$ cat src/rtl/issue_interlock_pkg.sv
package issue_interlock_pkg;

  localparam int MAX_LAT = 3;
  localparam int GAPW    = $clog2(MAX_LAT + 1);

  localparam logic [2:0] CL_INT  = 3'd0;
  localparam logic [2:0] CL_FADD = 3'd1;
  localparam logic [2:0] CL_LDD  = 3'd2;
  localparam logic [2:0] CL_STD  = 3'd3;
  localparam logic [2:0] CL_BR   = 3'd4;

  typedef enum logic [1:0] {
    PR_INT  = 2'd0,
    PR_FADD = 2'd1,
    PR_LDD  = 2'd2
  } prod_e;

  typedef enum logic [2:0] {
    USE_NONE  = 3'd0,
    USE_INT   = 3'd1,
    USE_ADDR  = 3'd2,
    USE_BR    = 3'd3,
    USE_FOP   = 3'd4,
    USE_SDATA = 3'd5
  } use_e;

  function automatic logic [GAPW-1:0] pair_latency(prod_e p, use_e u);
    logic [GAPW-1:0] lat;
    lat = '0;
    unique case (p)
      PR_FADD: begin
        if (u == USE_FOP)   lat = GAPW'(3);
        if (u == USE_SDATA) lat = GAPW'(2);
      end
      PR_LDD: begin
        if (u == USE_FOP)   lat = GAPW'(1);
      end
      PR_INT: begin
        if (u == USE_BR)    lat = GAPW'(1);
      end
      default: lat = '0;
    endcase
    return lat;
  endfunction

endpackage

$ cat src/rtl/ii_scoreboard.sv
module ii_scoreboard
  import issue_interlock_pkg::*;
#(
  parameter int NREGS = 32,
  parameter int NRD   = 2,
  localparam int IW   = $clog2(NREGS)
) (
  input  logic            clk,
  input  logic            rst_n,
  input  logic            wr_en,
  input  logic [IW-1:0]   wr_idx,
  input  prod_e           wr_cls,
  input  logic [IW-1:0]   rd_idx [NRD],
  output logic            rd_hit [NRD],
  output prod_e           rd_cls [NRD],
  output logic [GAPW-1:0] rd_gap [NRD]
);

  localparam logic [GAPW-1:0] GAP_TOP = GAPW'(MAX_LAT);

  logic [NREGS-1:0] valid_q, valid_d;
  prod_e            cls_q [NREGS];
  prod_e            cls_d [NREGS];
  logic [GAPW-1:0]  gap_q [NREGS];
  logic [GAPW-1:0]  gap_d [NREGS];
  logic [NREGS-1:0] upd_en;

  for (genvar i = 0; i < NREGS; i++) begin : g_entry
    logic wr_hit;
    assign wr_hit = wr_en && (wr_idx == IW'(i));

    always_comb begin
      if (wr_hit) begin
        valid_d[i] = 1'b1;
        cls_d[i]   = wr_cls;
        gap_d[i]   = '0;
      end else begin
        valid_d[i] = valid_q[i];
        cls_d[i]   = cls_q[i];
        gap_d[i]   = (gap_q[i] == GAP_TOP) ? gap_q[i] : gap_q[i] + 1'b1;
      end
      upd_en[i] = wr_hit || (valid_q[i] && (gap_q[i] != GAP_TOP));
    end

    always_ff @(posedge clk) begin
      if (upd_en[i]) begin
        cls_q[i] <= cls_d[i];
        gap_q[i] <= gap_d[i];
      end
    end

    // an unwritten pending record only ages, never gets younger
    assert_age_R7: assert property (@(posedge clk) disable iff (!rst_n)
      (valid_q[i] && !wr_hit) |=> (valid_q[i] && (gap_q[i] >= $past(gap_q[i]))));
  end

  always_ff @(posedge clk or negedge rst_n) begin
    if (!rst_n) valid_q <= '0;
    else        valid_q <= valid_d;
  end

  always_comb begin
    for (int k = 0; k < NRD; k++) begin
      rd_hit[k] = valid_q[rd_idx[k]];
      rd_cls[k] = cls_q[rd_idx[k]];
      rd_gap[k] = gap_q[rd_idx[k]];
    end
  end

endmodule

$ cat src/rtl/ii_need.sv
module ii_need
  import issue_interlock_pkg::*;
(
  input  logic            hit,
  input  prod_e           cls,
  input  logic [GAPW-1:0] gap,
  input  use_e            role,
  output logic [GAPW-1:0] need
);

  logic [GAPW-1:0] lat;

  always_comb begin
    lat = pair_latency(cls, role);
    if (hit && (role != USE_NONE) && (lat > gap)) need = lat - gap;
    else                                          need = '0;
  end

endmodule

$ cat src/rtl/issue_interlock.sv
module issue_interlock
  import issue_interlock_pkg::*;
#(
  parameter int NREGS = 32,
  localparam int IW   = $clog2(NREGS)
) (
  input  logic            clk,
  input  logic            rst_n,
  input  logic            in_valid,
  input  logic [2:0]      in_class,
  input  logic [IW-1:0]   in_dst,
  input  logic [IW-1:0]   in_src_a,
  input  logic [IW-1:0]   in_src_b,
  input  logic [IW-1:0]   in_src_data,
  output logic            out_issue,
  output logic            out_stall,
  output logic [GAPW-1:0] out_stall_cnt
);

  localparam int NINT  = 2;
  localparam int NFP   = 3;
  localparam int NSLOT = NINT + NFP;

  // decoded source roles: slots 0..1 integer file, 2..4 floating-point file
  use_e            role   [NSLOT];
  logic            wr_int, wr_fp;
  prod_e           wr_cls;

  logic [IW-1:0]   int_idx [NINT];
  logic            int_hit [NINT];
  prod_e           int_cls [NINT];
  logic [GAPW-1:0] int_gap [NINT];
  logic [IW-1:0]   fp_idx  [NFP];
  logic            fp_hit  [NFP];
  prod_e           fp_cls  [NFP];
  logic [GAPW-1:0] fp_gap  [NFP];

  logic            s_hit  [NSLOT];
  prod_e           s_cls  [NSLOT];
  logic [GAPW-1:0] s_gap  [NSLOT];
  logic [GAPW-1:0] s_need [NSLOT];
  logic [GAPW-1:0] need_max;

  always_comb begin
    for (int k = 0; k < NSLOT; k++) role[k] = USE_NONE;
    wr_int = 1'b0;
    wr_fp  = 1'b0;
    wr_cls = PR_INT;
    unique case (in_class)
      CL_INT: begin
        role[0] = USE_INT;
        role[1] = USE_INT;
        wr_int  = 1'b1;
        wr_cls  = PR_INT;
      end
      CL_FADD: begin
        role[2] = USE_FOP;
        role[3] = USE_FOP;
        wr_fp   = 1'b1;
        wr_cls  = PR_FADD;
      end
      CL_LDD: begin
        role[0] = USE_ADDR;
        wr_fp   = 1'b1;
        wr_cls  = PR_LDD;
      end
      CL_STD: begin
        role[0] = USE_ADDR;
        role[4] = USE_SDATA;
      end
      CL_BR: begin
        role[0] = USE_BR;
      end
      default: ;
    endcase
  end

  assign int_idx[0] = in_src_a;
  assign int_idx[1] = in_src_b;
  assign fp_idx[0]  = in_src_a;
  assign fp_idx[1]  = in_src_b;
  assign fp_idx[2]  = in_src_data;

  ii_scoreboard #(.NREGS(NREGS), .NRD(NINT)) u_sb_int (
    .clk    (clk),
    .rst_n  (rst_n),
    .wr_en  (out_issue && wr_int),
    .wr_idx (in_dst),
    .wr_cls (wr_cls),
    .rd_idx (int_idx),
    .rd_hit (int_hit),
    .rd_cls (int_cls),
    .rd_gap (int_gap)
  );

  ii_scoreboard #(.NREGS(NREGS), .NRD(NFP)) u_sb_fp (
    .clk    (clk),
    .rst_n  (rst_n),
    .wr_en  (out_issue && wr_fp),
    .wr_idx (in_dst),
    .wr_cls (wr_cls),
    .rd_idx (fp_idx),
    .rd_hit (fp_hit),
    .rd_cls (fp_cls),
    .rd_gap (fp_gap)
  );

  always_comb begin
    for (int k = 0; k < NINT; k++) begin
      s_hit[k] = int_hit[k];
      s_cls[k] = int_cls[k];
      s_gap[k] = int_gap[k];
    end
    for (int k = 0; k < NFP; k++) begin
      s_hit[NINT+k] = fp_hit[k];
      s_cls[NINT+k] = fp_cls[k];
      s_gap[NINT+k] = fp_gap[k];
    end
  end

  for (genvar s = 0; s < NSLOT; s++) begin : g_slot
    ii_need u_need (
      .hit  (s_hit[s]),
      .cls  (s_cls[s]),
      .gap  (s_gap[s]),
      .role (role[s]),
      .need (s_need[s])
    );
  end

  always_comb begin
    need_max = '0;
    for (int k = 0; k < NSLOT; k++)
      if (s_need[k] > need_max) need_max = s_need[k];
  end

  assign out_issue     = in_valid && (need_max == '0);
  assign out_stall     = in_valid && (need_max != '0);
  assign out_stall_cnt = in_valid ? need_max : '0;

  // nothing offered, nothing signalled
  assert_idle_quiet_R1: assert property (@(posedge clk) disable iff (!rst_n)
    !in_valid |-> (!out_stall && !out_issue && (out_stall_cnt == '0)));

  // held and issued never together
  assert_hold_excl_R8: assert property (@(posedge clk) disable iff (!rst_n)
    !(out_stall && out_issue));

  // a held, unchanged instruction counts down by one
  assert_countdown_R8: assert property (@(posedge clk) disable iff (!rst_n)
    out_stall |=> (!(in_valid && $stable(in_class) && $stable(in_src_a) &&
                     $stable(in_src_b) && $stable(in_src_data))
                   || (out_stall_cnt == $past(out_stall_cnt) - 1'b1)));

  // back-to-back dependent floating-point adds see the full wait
  assert_fadd_pair_R3: assert property (@(posedge clk) disable iff (!rst_n)
    ($past(rst_n) && $past(out_issue) && ($past(in_class) == CL_FADD) &&
     in_valid && (in_class == CL_FADD) && (in_src_a == $past(in_dst)))
    |-> (out_stall_cnt == GAPW'(3)));

  // a branch never refreshes a record
  assert_branch_nowrite_R9: assert property (@(posedge clk) disable iff (!rst_n)
    (out_issue && (in_class == CL_BR)) |-> (!wr_int && !wr_fp));

endmodule

$ cat config.mk
export PLATFORM = sky130hd
export DESIGN_NAME = issue_interlock
export DESIGN_NICKNAME = d
export VERILOG_FILES = /design/src/rtl/issue_interlock_pkg.sv /design/src/rtl/ii_scoreboard.sv /design/src/rtl/ii_need.sv /design/src/rtl/issue_interlock.sv
export SDC_FILE = /design/constraint.sdc
export NUM_CORES = 1
export LEC_CHECK = 0
export ABC_AREA = 0
export BUFFER_PORTS_ARGS = -buffer_cell sky130_fd_sc_hd__buf_2
export CORE_ASPECT_RATIO = 0.8
export CORE_MARGIN = 5
export CORE_UTILIZATION = 30
export CTS_CLUSTER_SIZE = 10
export DETAILED_ROUTE_END_ITERATION = 16
export PLACE_DENSITY = 0.5
export SYNTH_ARGS = -nofsm -noshare
export SYNTH_HDL_FRONTEND = slang
export SYNTH_SLANG_ARGS = --single-unit
$ cat constraint.sdc
create_clock -name clk -period 11.2 [get_ports clk]
set_clock_uncertainty 0.15 [all_clocks]
set_input_delay 1.68 -clock clk [delete_from_list [all_inputs] [get_ports clk]]
set_output_delay 1.68 -clock clk [all_outputs]
set_load 0.005 [all_outputs]
==> results.tsv <==
metric	value	unit
path_clk_slew	0.06	ns
tightestPinTransition	1.05	ns
outcome	complete, no violations	
final_util	0.341	
slowest_delay	0.53	ns
cp-startpoint	in_src_a[1]	
synth_enable_flop_cells	256	
antenna_found_initial	0	
placed_cell_area	19600	µm²
io-pin-count	30	
wl	59400	µm
ant_nets	0	
synth_area_per_cell	12.9	µm²
cp_slowest_cell	mux4_2	
end_kind	output port	
rows	81	
drt_pass1_iterations	8	
dp_hpwl	41800	µm
worstPathMaxFanout	23	
yosysTopAreaCell	edfxtp_1	
peakVddDrop	0.0887	mV
numCtsBuffers	40	
cts_buffer_depth	3	
tns	0	ns
timing.rr.start	u_sb_fp.cls_q[23][1]	
pwr-share-seq	0.444	
hp-class	reg2reg	
hp-start	u_sb_int.valid_q[31]	
net-switching-power	1470	µW
core	61200	µm²
p_leak	0.00753	µW
synthTopCellsByCount	256 x edfxtp_1, 135 x mux4_2, 93 x inv_1	
ys_top_cells_by_area	edfxtp_1 41%, mux4_2 16%, dfrtp_1 8.6%	
via_per_inst	5.72	
finalMaxSlewViolations	0	
period_share	0.955	
slew_headroom	0.300	
finalCriticalPeriod	10.70	ns
initial_core_util	0.304	
switching_share	0.323	
portBuffers	29	
finalSetupViolations	0	
power_density	218	nW/µm²
drc	0	
combPwrFrac	0.286	
power.share.clock	0.270	
n_fill_cell	6054	
cts-root-buf	clkbuf_16	
seq_area	9290	µm²
start_kind	input port	
clock_latency	0.58	ns
yosysTopAreaCellShare	0.413	
async_reset_ff_frac	0.200	
synthFlopType	edfxtp_1	
grt_pass1_wl	87600	µm
vias	13113	
first_global_vias	12695	
die_w	288	µm
synth_nets	1550	
cts_sinks	320	
grt_max_degree	70	
crit_arrival	8.87	ns
gp_congestion	0.886	
grt_overflow	0	
place_inst	2218	
ys_types	57	
cts_max_level	2	
drt_iter0_drc	1413	
intPower	3070	µW
drt-wirelength-per-cell	25.9	µm
synthCells	1437	
ys_seq_area_frac	0.500	
drive_gt1_frac	0.185	
syn2layout_area_growth	12.2	%
hold_viol	0	
maxCapViolCount	0	
multi_input_area	8490	µm²
synth-seq-cells	320	
final_cells	2292	
synth.cell_area	18600	µm²
critPathRequiredTime	9.37	ns
dieArea	67100	µm²
design_area	20900	µm²
path_class	in2out	
final_nets	1543	
fmax	93.5	MHz
ys.warnings.count	0	
synth_most_common_cell	edfxtp_1	
track_usage	0.175	
cts_tree	yes	
die_h	233	µm
regToRegSetupSlack	2.83	ns
-- sequential cells by signal (all words and copies together), names as in the netlist --
register,cells
u_sb_fp.gap_q,64
u_sb_fp.cls_q,64
u_sb_int.cls_q,64
u_sb_int.gap_q,64
u_sb_fp.valid_q,32
u_sb_int.valid_q,32
-- metal layers --
metal  wire length, µm  global-route usage
met1             27200               0.264
met2             24100               0.238
met3              6710              0.0620
met4              1330              0.0467
met5                 0                   0
-- worst max-delay path, delay by kind of cell --
kind / cells / cell delay (ns)
mux: 4 / 1.59
buf+inv: 6 / 0.99
fa+ha+maj: 5 / 1.40
simple gates: 13 / 2.21
compound gates: 5 / 0.95
-- worst paths after layout --
path	to	cells after the start
worst max-delay path	out_issue	33
worst min-delay path	u_sb_int.valid_q[31]	2
worst max register to register	u_sb_fp.gap_q[1][0]	35
worst min register to register	u_sb_int.valid_q[31]	2
max in group asynchronous	u_sb_fp.valid_q[12]	2
min in group asynchronous	u_sb_int.valid_q[21]	1
-- cell usage in the layout, fill, tap and decap left out, types with 5 or more instances in the layout --
master     netlist  layout
edfxtp_1       256     256
o31ai_1         23      23
nor4_1          21      19
mux4_2         135     135
a32oi_1          8       8
a211oi_1         5       5
and2_1           7       7
mux2_2           5       5
o32ai_1         24      24
a21oi_1         60      60
o31a_1          23      23
dfrtp_1         64      64
a22oi_1         16      16
or2_2            5       5
o21ai_1         42      41
o22ai_1         43      43
clkbuf_1        56      21
buf_2           35      26
nand3_1         14      14
ha_1            85      85
inv_1           93      93
nand2b_1        13      13
mux2i_1         57      57
o21a_1          10       9
clkbuf_16        0      40
a21boi_1        31      31
nand2_1         57      56
nor3_1          48      48
nor2b_1         13      13
nor2_1          90      90
a31oi_1         35      35
buf_4            3      33
-- repair_timing --
item                                    4_1_cts  5_1_grt
setup buffers                                 0        0
endpoints found under the setup margin        0        3
hold buffers                                  0        0
resized for setup                             0        2
-- per-stage QoR --
stage | worst slack [ns] | hold WS [ns] | power, µW
after floorplan | 0.150 | 0.294 | 2870
after global placement | 0.600 | 0.313 | 3250
after detailed placement | 0.386 | 0.323 | 3310
after CTS | 0.364 | 0.337 | 4550
after global routing | -0.00512 | 0.373 | 4790
final | 0.501 | 0.335 | 4540
-- cell type report --
cell class | instances | share of cell area
diodes | 1 | 0.000120
clock buffers | 65 | 0.0544
clock inverters | 8 | 0.00498
inverters | 94 | 0.0169
multi-input cells | 911 | 0.407
flip-flops and latches | 320 | 0.445
well taps | 830 | 0.0498
repair buffers | 63 | 0.0215
-- logic make-up after synthesis --
logic type / count (synthesis) / share of synthesized area
simple gates: 287 / 0.0747
flops: 320 / 0.500
compound gates: 340 / 0.123
mux: 197 / 0.197
fa+ha+maj: 87 / 0.0594
buf+inv: 206 / 0.0462
-- power by group through the flow --
stage | clock [µW] | combinational (µW) | sequential [µW]
floorplan | 0 | 982 | 1880
global placement | 0 | 1240 | 2020
detailed placement | 0 | 1280 | 2020
CTS | 1260 | 1290 | 2000
global route | 1310 | 1450 | 2040
finish | 1230 | 1300 | 2020
Note: power is estimated with default switching activity, not from simulation.
